--- config.mk ---
export PLATFORM = sky130hd
export DESIGN_NAME = irq_stack_status
export DESIGN_NICKNAME = d
export VERILOG_FILES = /design/src/rtl/irqs_pkg.sv /design/src/rtl/irqs_promo_timer.sv /design/src/rtl/irqs_bitcell.sv /design/src/rtl/irqs_regport.sv /design/src/rtl/irq_stack_status.sv
export SDC_FILE = /design/constraint.sdc
export NUM_CORES = 1
export LEC_CHECK = 0
export ABC_AREA = 1
export BUFFER_PORTS_ARGS = -buffer_cell sky130_fd_sc_hd__clkbuf_2
export CAP_MARGIN = 20
export CELL_PAD_IN_SITES_DETAIL_PLACEMENT = 0
export CELL_PAD_IN_SITES_GLOBAL_PLACEMENT = 1
export CORE_UTILIZATION = 39
export DETAILED_ROUTE_END_ITERATION = 16
export PLACE_DENSITY = 0.78
export SLEW_MARGIN = 20
export SYNTH_ARGS = -nofsm -noshare
export SYNTH_HDL_FRONTEND = slang
export SYNTH_SLANG_ARGS = --single-unit
--- constraint.sdc ---
create_clock -name clk -period 2.2 [get_ports clk]
set_clock_uncertainty 0.15 [all_clocks]
set_input_delay 0.11 -clock clk [delete_from_list [all_inputs] [get_ports clk]]
set_output_delay 0.11 -clock clk [all_outputs]
set_load 0.05 [all_outputs]
--- src/rtl/irqs_pkg.sv ---
package irqs_pkg;
  localparam int unsigned ADDR_W = 2;
  typedef enum logic [ADDR_W-1:0] {
    A_STAT = 2'd0,
    A_MASK = 2'd1
  } reg_addr_e;
endpackage

--- src/rtl/irqs_promo_timer.sv ---
module irqs_promo_timer #(
  parameter int unsigned DLY = 4
) (
  input  logic clk,
  input  logic rst,
  input  logic start,
  output logic hold,
  output logic promote
);
  localparam int unsigned CW = $clog2(DLY + 1);

  logic [CW-1:0] cnt_q;

  always_ff @(posedge clk) begin
    if (rst)                cnt_q <= '0;
    else if (start)         cnt_q <= CW'(DLY);
    else if (cnt_q != '0)   cnt_q <= cnt_q - 1'b1;
  end

  assign hold    = (cnt_q != '0);
  assign promote = (cnt_q == CW'(1));

  // the window never exceeds the configured delay
  a_r6_window_range: assert property (@(posedge clk) disable iff (rst)
    cnt_q <= CW'(DLY));
  // the window only closes through a promotion cycle
  a_r6_close_by_promote: assert property (@(posedge clk) disable iff (rst)
    (hold && !start) |=> (hold || $past(promote)));
endmodule

--- src/rtl/irqs_bitcell.sv ---
module irqs_bitcell (
  input  logic clk,
  input  logic rst,
  input  logic evt,
  input  logic rd_clr,
  input  logic hold,
  input  logic promote,
  output logic stat_d,
  output logic stat_q
);
  logic pend_q, pend_d;

  always_comb begin
    stat_d = stat_q;
    pend_d = pend_q;
    if (rd_clr) begin
      stat_d = 1'b0;
      pend_d = pend_q | evt;
    end else if (promote) begin
      stat_d = stat_q | pend_q | evt;
      pend_d = 1'b0;
    end else if (hold) begin
      pend_d = pend_q | evt;
    end else if (evt) begin
      if (stat_q) pend_d = 1'b1;
      else        stat_d = 1'b1;
    end
  end

  always_ff @(posedge clk) begin
    if (rst) begin
      stat_q <= 1'b0;
      pend_q <= 1'b0;
    end else begin
      stat_q <= stat_d;
      pend_q <= pend_d;
    end
  end

  // a status read leaves the bit clear
  a_r3_read_clears: assert property (@(posedge clk) disable iff (rst)
    rd_clr |=> !stat_q);
  // an event colliding with a read is kept in the pending level
  a_r5_no_loss: assert property (@(posedge clk) disable iff (rst)
    (rd_clr && evt) |=> pend_q);
  // an idle-time event is visible next cycle
  a_r2_event_sets: assert property (@(posedge clk) disable iff (rst)
    (evt && !rd_clr && !hold) |=> stat_q);
  // outside a settling window nothing is pending behind a clear bit
  a_r4_pend_behind_stat: assert property (@(posedge clk) disable iff (rst)
    !hold |-> !(pend_q && !stat_q));
  // the pending level is empty after promotion
  a_r6_promote_empties: assert property (@(posedge clk) disable iff (rst)
    (promote && !rd_clr) |=> !pend_q);
endmodule

--- src/rtl/irqs_regport.sv ---
module irqs_regport
  import irqs_pkg::*;
#(
  parameter int unsigned N = 8
) (
  input  logic              clk,
  input  logic              rst,
  input  logic              sel,
  input  logic              wr,
  input  logic [ADDR_W-1:0] addr,
  input  logic [N-1:0]      wdata,
  input  logic [N-1:0]      stat_q,
  output logic              rd_stat,
  output logic [N-1:0]      en_d,
  output logic [N-1:0]      en_q,
  output logic [N-1:0]      rdata
);
  logic wr_mask;

  assign rd_stat = sel && !wr && (addr == A_STAT);
  assign wr_mask = sel &&  wr && (addr == A_MASK);
  assign en_d    = wr_mask ? wdata : en_q;

  always_ff @(posedge clk) begin
    if (rst) en_q <= '0;
    else     en_q <= en_d;
  end

  always_ff @(posedge clk) begin
    if (rst) begin
      rdata <= '0;
    end else if (sel && !wr) begin
      case (addr)
        A_STAT:  rdata <= stat_q;
        A_MASK:  rdata <= en_q;
        default: rdata <= '0;
      endcase
    end
  end

  // an enable write lands on the next edge
  a_r7_mask_write: assert property (@(posedge clk) disable iff (rst)
    (sel && wr && addr == A_MASK) |=> (en_q == $past(wdata)));
  // a status read returns the pre-read status
  a_r3_read_data: assert property (@(posedge clk) disable iff (rst)
    rd_stat |=> (rdata == $past(stat_q)));
endmodule

--- src/rtl/irq_stack_status.sv ---
module irq_stack_status
  import irqs_pkg::*;
#(
  parameter int unsigned N_EVT     = 8,
  parameter int unsigned PROMO_DLY = 4
) (
  input  logic              clk,
  input  logic              rst,
  input  logic [N_EVT-1:0]  evt_i,
  input  logic              bus_sel,
  input  logic              bus_wr,
  input  logic [ADDR_W-1:0] bus_addr,
  input  logic [N_EVT-1:0]  bus_wdata,
  output logic [N_EVT-1:0]  bus_rdata,
  output logic              irq_o
);
  logic             rd_stat, hold, promote;
  logic [N_EVT-1:0] stat_d, stat_q, en_d, en_q;

  irqs_regport #(.N(N_EVT)) u_port (
    .clk     (clk),
    .rst     (rst),
    .sel     (bus_sel),
    .wr      (bus_wr),
    .addr    (bus_addr),
    .wdata   (bus_wdata),
    .stat_q  (stat_q),
    .rd_stat (rd_stat),
    .en_d    (en_d),
    .en_q    (en_q),
    .rdata   (bus_rdata)
  );

  irqs_promo_timer #(.DLY(PROMO_DLY)) u_timer (
    .clk     (clk),
    .rst     (rst),
    .start   (rd_stat),
    .hold    (hold),
    .promote (promote)
  );

  for (genvar k = 0; k < N_EVT; k++) begin : g_bit
    irqs_bitcell u_cell (
      .clk     (clk),
      .rst     (rst),
      .evt     (evt_i[k]),
      .rd_clr  (rd_stat),
      .hold    (hold),
      .promote (promote),
      .stat_d  (stat_d[k]),
      .stat_q  (stat_q[k])
    );
  end

  always_ff @(posedge clk) begin
    if (rst) irq_o <= 1'b0;
    else     irq_o <= |(stat_d & en_d);
  end

  // the registered line tracks status and enable registers
  a_r7_irq_match: assert property (@(posedge clk) disable iff (rst)
    $past(!rst) |-> (irq_o == |(stat_q & en_q)));
  // a status write leaves the status word alone when nothing else acts
  a_r8_stat_write_ignored: assert property (@(posedge clk) disable iff (rst)
    (bus_sel && bus_wr && bus_addr == A_STAT && evt_i == '0 && !hold)
      |=> (stat_q == $past(stat_q)));
endmodule

==> run metrics <==
# setup viols final 0; Crit path max-delay family adder cells; Max clock buf depth 2; I/O pins 31; slowest cell delay on critical path between 0.3 and 0.4 ns; sequential area share after synthesis 0.428; area grow syn2layout 26.8%; port buffer count 30; post-route ant nets 0; WHS Endpoint u_port.en_q[7]; die height ~68 um; DRT iter0 DRCs 90; Pwr per Cell Area about 1100 mW/mm^2; Worst-path clk slew ~0.070 ns; r2r setup slk between 0.3 and 0.4 ns; Vias/cell 4.87; Worst VDD drop ~590 uV; clock sink count 36; vias in the first global route ~1500; antenna violations before repair 0; Worst Setup SP u_timer.cnt_q[0]; Max Cap Viol 0; Die ar. around 0.0046 mm^2; Root Buffer clkbuf_8; R2R depth 10; syn_nets approximately 260; required time of the critical path 2.23 ns; post-CTS setup buffer count 0; post-synthesis cell type count 23; Hold Violations, Final 0; cell breakdown of the critical path inv_1, ha_1, ha_1, buf_4, a21oi_1, a21oi_1, nand2_1, nand2_1, nor2_1, a21oi_2; n_diodes 0; Critical Path Slowest Stage Cell dfxtp_1; wire per inst 12.3 um; drc violations 0; Synth Register Bits 36; Leak a little under 1 nW; Routed WL around 4100 um; Max Freq approximately 0.53 GHz; worst hold start bus_wdata[7]; share of cells above drive strength 1 0.199; Warnings, synthesis 0; maximum number of pins on one net before global-route repair 20; hpwl dp ~3000 um; Setup TNS 0 ns; mean area per synthesized cell a little over 7 um^2; status completed; TritonCTS clock tree yes; post-CTS resize count 0; hold crit path type in2reg; RSZ-0062 raised after global routing no; Tcrit/Tclk final 0.853; min Tclk post-route 1.88 ns; DR vias 1635; hold depth 5; Slew Limit Fails 0; # rows 23; CP endpoint kind flop; Core Footprint around 0.004 mm^2; Reg-to-Reg Start u_timer.cnt_q[0]; Starting Density 0.415; Slew headroom 0.606; Num CTS Buffers 5; Syn Inst Count around 240; DR pass1 iterations 4; final RePlAce weighted congestion 0.790; Total Power 2.26 mW; crit path DAT 1.90 ns; CP max FO 7; Worst-Margin Slew slightly below 0.6 ns; Worst R2R End irq_o; later-pin clock latency in the skew report 0.29 ns; H-tree depth 2; gr ovfl total 0; crit path kind reg2reg; crit start category flop; nets between 300 and 400; Cell Area, Synth about 0.0017 mm^2; first-pass GRT wire length between 6000 and 7000 um; die width ~68 um; hold-fix buffers at CTS 12; Buf+Inv Stages, Crit Path 2; Global Route Usage Sum 0.199
## cells in the final DEF, fill, tap and decap left out, drive strengths merged
master and instances:
or2 2, nor2 11, ha 4, nand2 80, buf 4, dfxtp 36
clkinvlp 1, o21ai 4, o211ai 7, a21oi 49, a31oi 8, nand4 1
inv 27, nor3 1, clkinv 2, dlygate4sd3 12, a211oi 1, clkbuf 35
bufinv 1
## power by group
group          switching, mW  leakage [nW]  internal, mW
Sequential            0.0968         0.296         0.801
Clock                  0.253        0.0541         0.336
Combinational          0.476         0.616         0.298
## cell families (layout without fill, tap and decap cells)
family,after synthesis,count (layout),synth area share
AOI/OAI and AO/OA,69,69,0.228
DFF,36,36,0.428
buffers and inverters,32,82,0.0766
adders and majority gates,4,4,0.0297
and+or+nand+nor,95,95,0.237
## sequential cells by signal, summed over array words and instances (netlist names)
signal	cells
u_port.rdata	8
u_timer.cnt_q	3
irq_o	1
u_port.en_q	8
g_bit.u_cell.pend_q	8
g_bit.u_cell.stat_q	8
## worst max path at each step
stage | end | depth (start not counted)
floorplan | irq_o | 10
global route | irq_o | 10
detailed placement | irq_o | 10
global placement | irq_o | 10
finish | irq_o | 10
CTS | irq_o | 10
## synthesized netlist by cell type
library cell / instances / area (um^2)
a211oi_2: 1 / 12.5
a21oi_1: 48 / 240
a21oi_2: 1 / 8.76
a31oi_1: 8 / 50.1
buf_2: 1 / 5.00
buf_6: 1 / 11.3
clkbuf_1: 2 / 7.51
clkinv_1: 1 / 3.75
dfxtp_1: 36 / 721
ha_1: 4 / 50.1
inv_1: 23 / 86.3
inv_2: 4 / 15.0
nand2_1: 78 / 293
nand2_2: 2 / 12.5
nand4_1: 1 / 6.26
nor2_1: 7 / 26.3
nor2_2: 3 / 18.8
nor2_8: 1 / 20.0
nor3_2: 1 / 10.0
o211ai_1: 7 / 52.6
o21ai_0: 1 / 5.00
o21ai_1: 3 / 15.0
or2_2: 2 / 12.5
## tightest hold or removal path, cell delays in order
cell	delay, ns
clkbuf_2	0.08
inv_1	0.04
o21ai_1	0.08
inv_1	0.06
nor2_1	0.03
## layout make-up
type / instances / area (um^2)
fill: 420 / 1920
multi-input combinational: 168 / 833
sequential: 36 / 721
timing repair buffer: 46 / 300
inverter: 28 / 105
clock buffer: 5 / 68.8
tap: 50 / 62.6
clock inverter: 3 / 42.5
## metrics by stage
stage	hold slack, ns	setup WS (ns)	instances	util	instance area [um^2]
final	0.00126	0.323	336	0.526	2130
after global routing	0.0252	0.124	336	0.526	2130
after CTS	0.000864	0.305	336	0.526	2130
after detailed placement	0.221	0.318	316	0.469	1900
after global placement	0.223	0.355	316	0.469	1900
after floorplan	0.129	0.454	236	-	1680
## metal layers
metal / routed length, um / global-route usage / vias up
met3: 105 / 0.0422 / 9
li1: - / - / 871
met2: 1940 / 0.319 / 27
met1: 2040 / 0.258 / 728
met4: 64 / 0.0771 / 0
met5: 0 / 0 / -
(Power assumes the default switching activity.)
